**src/rtl/cfs_pkg.sv**
```systemverilog
package cfs_pkg;

    typedef enum logic [1:0] {
        ST_SWEEP_INIT  = 2'd0,
        ST_STOPPED     = 2'd1,
        ST_RUNNING     = 2'd2,
        ST_SWEEP_FLUSH = 2'd3
    } cfs_state_e;

endpackage

```
**src/rtl/cfs_enable_reg.sv**
```systemverilog
module cfs_enable_reg (
    input  logic clk,
    input  logic rst_n,
    input  logic wr,
    input  logic wdata,
    output logic en_q
);

    always_ff @(posedge clk or negedge rst_n) begin
        if (!rst_n) begin
            en_q <= 1'b0;
        end else if (wr) begin
            en_q <= wdata;
        end
    end

endmodule

```
**src/rtl/cfs_index_walker.sv**
```systemverilog
module cfs_index_walker #(
    parameter int NUM_LINES = 64,
    localparam int IDX_W    = $clog2(NUM_LINES)
) (
    input  logic             clk,
    input  logic             rst_n,
    input  logic             step,
    output logic [IDX_W-1:0] idx,
    output logic             at_last
);

    localparam logic [IDX_W-1:0] LAST_IDX = IDX_W'(NUM_LINES - 1);

    logic [IDX_W-1:0] cnt_q;

    assign at_last = (cnt_q == LAST_IDX);
    assign idx     = cnt_q;

    // Counter wraps to zero after the last line, so every sweep starts at 0.
    always_ff @(posedge clk or negedge rst_n) begin
        if (!rst_n) begin
            cnt_q <= '0;
        end else if (step) begin
            if (at_last) begin
                cnt_q <= '0;
            end else begin
                cnt_q <= cnt_q + 1'b1;
            end
        end
    end

endmodule

```
**src/rtl/cfs_fsm.sv**
```systemverilog
module cfs_fsm
    import cfs_pkg::*;
(
    input  logic clk,
    input  logic rst_n,
    input  logic en_q,
    input  logic at_last,
    output logic walking,
    output logic running,
    output logic busy
);

    cfs_state_e state_q;
    cfs_state_e state_d;

    always_ff @(posedge clk or negedge rst_n) begin
        if (!rst_n) begin
            state_q <= ST_SWEEP_INIT;
        end else begin
            state_q <= state_d;
        end
    end

    always_comb begin
        state_d = state_q;
        unique case (state_q)
            ST_SWEEP_INIT:  if (at_last) state_d = ST_STOPPED;
            ST_STOPPED:     if (en_q)    state_d = ST_RUNNING;
            ST_RUNNING:     if (!en_q)   state_d = ST_SWEEP_FLUSH;
            ST_SWEEP_FLUSH: if (at_last) state_d = ST_STOPPED;
            default:                     state_d = ST_STOPPED;
        endcase
    end

    always_comb begin
        walking = 1'b0;
        running = 1'b0;
        busy    = 1'b0;
        unique case (state_q)
            ST_SWEEP_INIT:  walking = 1'b1;
            ST_STOPPED:     ;
            ST_RUNNING:     begin running = 1'b1; busy = 1'b1; end
            ST_SWEEP_FLUSH: begin walking = 1'b1; busy = 1'b1; end
            default:        ;
        endcase
    end

endmodule

```
**src/rtl/cfs_lookup_gate.sv**
```systemverilog
module cfs_lookup_gate #(
    parameter int LANES = 2
) (
    input  logic             active,
    input  logic [LANES-1:0] hit_raw,
    input  logic [LANES-1:0] fill_req,
    input  logic [LANES-1:0] wr_req,
    output logic [LANES-1:0] hit,
    output logic [LANES-1:0] fill_go,
    output logic [LANES-1:0] wr_go
);

    for (genvar g = 0; g < LANES; g++) begin : g_lane
        assign hit[g]     = hit_raw[g]  & active;
        assign fill_go[g] = fill_req[g] & active;
        assign wr_go[g]   = wr_req[g]   & active;
    end

endmodule

```
**src/rtl/cache_flush_seq.sv**
```systemverilog
module cache_flush_seq #(
    parameter int NUM_LINES = 64,
    parameter int LANES     = 2,
    localparam int IDX_W    = $clog2(NUM_LINES)
) (
    input  logic             clk,
    input  logic             rst_n,
    input  logic             cfg_wr,
    input  logic             cfg_wdata,
    output logic             cfg_en,
    output logic             stat_busy,
    output logic             cache_active,
    output logic [IDX_W-1:0] vclr_idx,
    output logic             vclr_stb,
    input  logic [LANES-1:0] lk_hit_raw,
    output logic [LANES-1:0] lk_hit,
    input  logic [LANES-1:0] fill_req,
    output logic [LANES-1:0] fill_go,
    input  logic [LANES-1:0] wr_req,
    output logic [LANES-1:0] wr_go
);

    logic en_q;
    logic at_last;
    logic walking;
    logic running;
    logic busy;

    cfs_enable_reg u_en (
        .clk   (clk),
        .rst_n (rst_n),
        .wr    (cfg_wr),
        .wdata (cfg_wdata),
        .en_q  (en_q)
    );

    cfs_index_walker #(.NUM_LINES(NUM_LINES)) u_walk (
        .clk     (clk),
        .rst_n   (rst_n),
        .step    (walking),
        .idx     (vclr_idx),
        .at_last (at_last)
    );

    cfs_fsm u_fsm (
        .clk     (clk),
        .rst_n   (rst_n),
        .en_q    (en_q),
        .at_last (at_last),
        .walking (walking),
        .running (running),
        .busy    (busy)
    );

    cfs_lookup_gate #(.LANES(LANES)) u_gate (
        .active   (running),
        .hit_raw  (lk_hit_raw),
        .fill_req (fill_req),
        .wr_req   (wr_req),
        .hit      (lk_hit),
        .fill_go  (fill_go),
        .wr_go    (wr_go)
    );

    assign cfg_en       = en_q;
    assign stat_busy    = busy;
    assign cache_active = running;
    assign vclr_stb     = walking;

endmodule

```
**config.mk**
```make
export PLATFORM = sky130hd
export DESIGN_NAME = cache_flush_seq
export DESIGN_NICKNAME = d
export VERILOG_FILES = /design/src/rtl/cfs_pkg.sv /design/src/rtl/cfs_enable_reg.sv /design/src/rtl/cfs_index_walker.sv /design/src/rtl/cfs_fsm.sv /design/src/rtl/cfs_lookup_gate.sv /design/src/rtl/cache_flush_seq.sv
export SDC_FILE = /design/constraint.sdc
export NUM_CORES = 1
export LEC_CHECK = 0
export BUFFER_PORTS_ARGS = -buffer_cell sky130_fd_sc_hd__clkbuf_2
export CAP_MARGIN = 10
export CORE_AREA = 10 10 47 49
export DETAILED_ROUTE_END_ITERATION = 10
export DIE_AREA = 0 0 57 59
export PLACE_DENSITY = 0.7
export SYNTH_ARGS = -nofsm -noshare
export SYNTH_HDL_FRONTEND = slang
export SYNTH_SLANG_ARGS = --single-unit
```
**constraint.sdc**
```tcl
create_clock -name clk -period 1.7 [get_ports clk]
set_clock_uncertainty 0.05 [all_clocks]
set_input_delay 0.34 -clock clk [delete_from_list [all_inputs] [get_ports clk]]
set_output_delay 0.34 -clock clk [all_outputs]
set_load 0.01 [all_outputs]
```
# After elaboration in Yosys (flattened, before gate mapping)
# Index checks and enable logic that the tools add are counted.
[op_classes]
bitwise = 6
n_mux = 8
n_reduce_logical = 4
n_eq_ne = 7
add_sub_neg = 1
[op_table]
columns = ["op", "count"]
rows = [
  ["$add 6x1->6 const B", 1],
  ["$and 1x1->1", 6],
  ["$eq 6x6->1 const B", 1],
  ["$mux 2", 3],
  ["$mux 6", 1],
  ["$pmux 2 s3", 1],
  ["$eq 2x2->1 const B", 2],
  ["$ne 2x2->1 const B", 2],
  ["$reduce_or 2->1", 2],
  ["$mux 1", 3],
  ["$reduce_and 3->1", 1],
  ["$eq 2x1->1 const B", 1],
  ["$logic_not 2->1", 1],
  ["$ne 2x1->1 const B", 1],
]
[totals]
out_inout_bits = 16
input_bits = 10
elab_cells = 29
ff_bits = 9

# Depth between registers and ports, before layout
[depth]
word_depth = 4
mapped_depth = 7
ltp_nobuf = 6

# By module
# From an unflattened synthesis, not the netlist that was laid out.
[hier_totals]
cells_unflattened = 55
hier_area_um2 = 554.3
[by_module_without_submodules]
columns = ["mod", "area_each_um2", "seq_area_each_um2", "n_inst", "cells_each"]
rows = [
  ["cfs_index_walker", 294.0, 150.1, 1, 28],
  ["cfs_fsm", 182.7, 50.0, 1, 19],
  ["cfs_enable_reg", 40.0, 25.0, 1, 2],
  ["cfs_lookup_gate", 37.5, 0.0, 1, 6],
]

# Worst setup path before layout
# Ideal clock, no wire load.
[synth_path]
kind = "reg2reg"
from = "register u_fsm.state_q[0]"
to = "register u_walk.cnt_q[5] (netlist: u_walk.idx[5])"
t_required_ns = 1.527
setup_ns = 0.123
period_less_slack_ns = 1.474
path_stages_with_launch = 8
n_path_buf = 1
path_slack_ns = 0.226
arrival_ns = 1.301
cell_sequence = "dfrtp_1 inv_1 ha_1 buf_6 nand4_4 nor2_1 xnor2_1 a21oi_1"
[synth_via]
elab_chain_cells = 3
elab_cells_between_ends = 4
classes_between = "eq/ne (1); mux (1); reduce/logical (2)"
[synth_lines]
columns = ["item", "line", "rtl"]
rows = [
  ["start, declared", "cfs_fsm.sv:13", "cfs_state_e state_q;"],
  ["start signal, assigned", "cfs_fsm.sv:20", "state_q <= state_d;"],
  ["$eq 2x2->1 or $logic_not 2->1 (tied branches)", "cfs_fsm.sv:39", "unique case (state_q)"],
  ["$reduce_or 2->1 (no source line) (*)", "n/a", ""],
  ["$mux 1 (*)", "cfs_fsm.sv:39", ""],
  ["named net vclr_stb", "cache_flush_seq.sv:14", "output logic vclr_stb,"],
  ["end signal, assigned", "cfs_index_walker.sv:27", "cnt_q <= cnt_q + 1'b1;"],
  ["end, declared", "cfs_index_walker.sv:14", "logic [IDX_W-1:0] cnt_q;"],
]
# The timed path passes the listed nets; every way through them passes the cells marked *.
# A chain may end at the register's enable or synchronous reset.

# Worst setup path in the final report
[layout_path]
from = "register u_fsm.state_q[0]"
to = "output port fill_go[1]"
[layout_via]
elab_chain_cells = 3
[layout_lines]
columns = ["item", "line", "rtl"]
rows = [
  ["$eq 2x2->1", "cfs_fsm.sv:39", ""],
  ["$mux 1", "cfs_fsm.sv:39", ""],
  ["$and 1x1->1", "cfs_lookup_gate.sv:15", "assign fill_go[g] = fill_req[g] & active;"],
  ["end, declared", "cache_flush_seq.sv:18", "output logic [LANES-1:0] fill_go,"],
]
# No other way between the ends.

==> out/qor.yml <==
hold_viol: 0
crit_fanout: 6
setup_viol: 0
grt_overflow: 0
antenna_found_initial: 0
setup.worst_path.start_class: "flop"
fp.dieH_um: 59
hold_class: "in -> reg"
drc: 0
netlist_area_um2: 518
fin_ws_ns: 0.0559
synthArstFlopShare: 1.00
finalSetupTns_ns: 0
hold_depth: 2
grt_pass1_wl_um: 2040
dp_slack_ns: 0.101
clock_sinks: 9
yosysTopAreaCell: "dfrtp_1"
cts_buffers: 3
yosys-top-cells-count: "dfrtp_1 (9), and2_1 (6), ha_1 (4)"
post_drt_wl_per_cell_um: 12.4
peakVddDrop_uv: 521
layout-drive-gt1-share: 0.536
yosysSeqAreaShare: 0.435
p_leak_nw: 0.384
slowest_delay_ns: 0.40
dpl.cell_count: 89
yosys.area.top_type_share: 0.435
cts_tree: "yes"
clock_latency_ns: 0.25
cap_violations: 0
status: "finished, final reports clean"
grt_pass1_vias: 481
worstPathRequired_ns: 1.31
area.growth.synth_to_final_pct: 52.2
pwr_density_cell_nw_per_um2: 510
dpl-instance-area_um2: 652
drtPass1Iterations: 3
synth.most_common_cell: "dfrtp_1"
min_period_ns: 1.64
syn_avg_cell_area_um2: 10.6
synth_edf_count: 0
synth-seq-cells: 9
cts_max_level: 1
r2r_cells: 6
crit_chain: "inv_2 > ha_4 > buf_6 > and2_1 > clkbuf_2"
vias_per_cell: 4.69
rows: 14
fin_util: 0.563
ios: 26
max_slew.worst_pin.slew_ns: 0.283
ys.flop_type: "dfrtp_1"
globalplace.congestion: 0.722
drt_iter0_drc: 9
synth_warnings: 0
finalNetCount: 99
power_mw: 0.402
timing.max_slew.rel_slack: 0.809
arrival_ns: 1.25
cp_slowest_cell: "dfrtp_1"
dp_hpwl_um: 1000
rsz0062_at_grt: "yes"
insertedDiodeCount: 0
start_util: 0.370
die_w_um: 57
clkTransAtPathRegs_ns: 0.06
routed_wl_um: 1240
grt_max_degree: 10
die_area_um2: 3360
ant_nets: 0
cts_buffer_depth: 2
slew_violations: 0
core_region_area_um2: 1400
worstSetupEndpointType: "output pin"
crit_type: "reg -> out"
stdcell_count: 100
syn-num-nets: 63
synth.area.top_cells: "dfrtp_1 (43%), ha_1 (9.7%), and2_1 (7.2%), mux2_2 (4.3%), nand4_4 (4.1%)"
grt_usage: 0.0747
yosysUniqueCellTypes: 22
period_share: 0.967
vias: 469
hold_ws_ns: 0.264
fmax_ghz: 0.608
clockRootBuffer: "clkbuf_4"
syn_inst: 49
numPortBuffers: 25
design_area_um2: 788
[power by group]
group | switching, mW | internal [mW] | total (mW)
clock network | 0.0694 | 0.0901 | 0.160
logic | 0.0100 | 0.0134 | 0.0234
registers | 0.00235 | 0.217 | 0.219
total | 0.0818 | 0.320 | 0.402
[logic make-up after synthesis]
group | after synthesis | synth area share
flops | 9 | 0.435
fa+ha+maj | 4 | 0.0966
mux | 3 | 0.0628
xor+xnor | 4 | 0.0676
simple gates | 18 | 0.213
buf+inv | 4 | 0.0435
compound gates | 7 | 0.0821
[cell usage in the layout, fill, tap and decap left out, drive strengths merged, types with 2 or more instances in the layout]
| cell type | instances |
|---|---|
| clkbuf | 25 |
| inv | 3 |
| ha | 4 |
| nor2 | 3 |
| o21ai | 2 |
| dfrtp | 9 |
| buf | 10 |
| and2 | 6 |
| mux2 | 2 |
| a31oi | 2 |
| xor2 | 2 |
| a21oi | 2 |
| xnor2 | 2 |
| nand2 | 4 |
[final timing paths]
check                           slack [ns]            end        startpoint
min in group asynchronous             0.41  u_walk.idx[3]             rst_n
worst min register to register        0.48  u_walk.idx[4]     u_walk.idx[4]
worst max-delay path                  0.06     fill_go[1]  u_fsm.state_q[0]
max in group asynchronous             1.00  u_walk.idx[5]             rst_n
worst min-delay path                  0.26      u_en.en_q         cfg_wdata
worst max register to register        0.29  u_walk.idx[5]  u_fsm.state_q[0]
[per-layer routing]
layer	vias to the layer above	global-route usage	routed length, µm
met1	208	0.0797	544
met5	-	0	0
li1	234	-	-
met2	23	0.113	568
met4	0	0.0503	19
met3	4	0.0386	112
[final cells by class]
type | instances | area (µm²)
clock buffers | 4 | 26.3
fillers | 144 | 613
inverters | 3 | 11.3
multi-input cells | 36 | 293
flip-flops and latches | 9 | 225
well taps | 16 | 20.0
repair buffers | 32 | 213
[repair_timing]
action                                 CTS  global route
setup endpoints to repair                8             5
hold buffers                             1             0
endpoints found under the hold margin    9             0
resized for setup                        3            15
pin swaps                                1             1
buffers inserted                         5             1
[worst max-delay path, delay by kind of cell, from the launching register on]
kind                     cells  cell delay (ns)
adder cells (fa/ha/maj)      1             0.17
flip-flops                   1             0.40
buffers and inverters        3             0.29
AND/OR/NAND/NOR              1             0.12
[state kept, by name, indices dropped and copies added, names as in the netlist]
signal and count:
u_en.en_q 1, u_walk.idx 6, u_fsm.state_q 2
No activity file was read; power rests on OpenSTA's default activity.
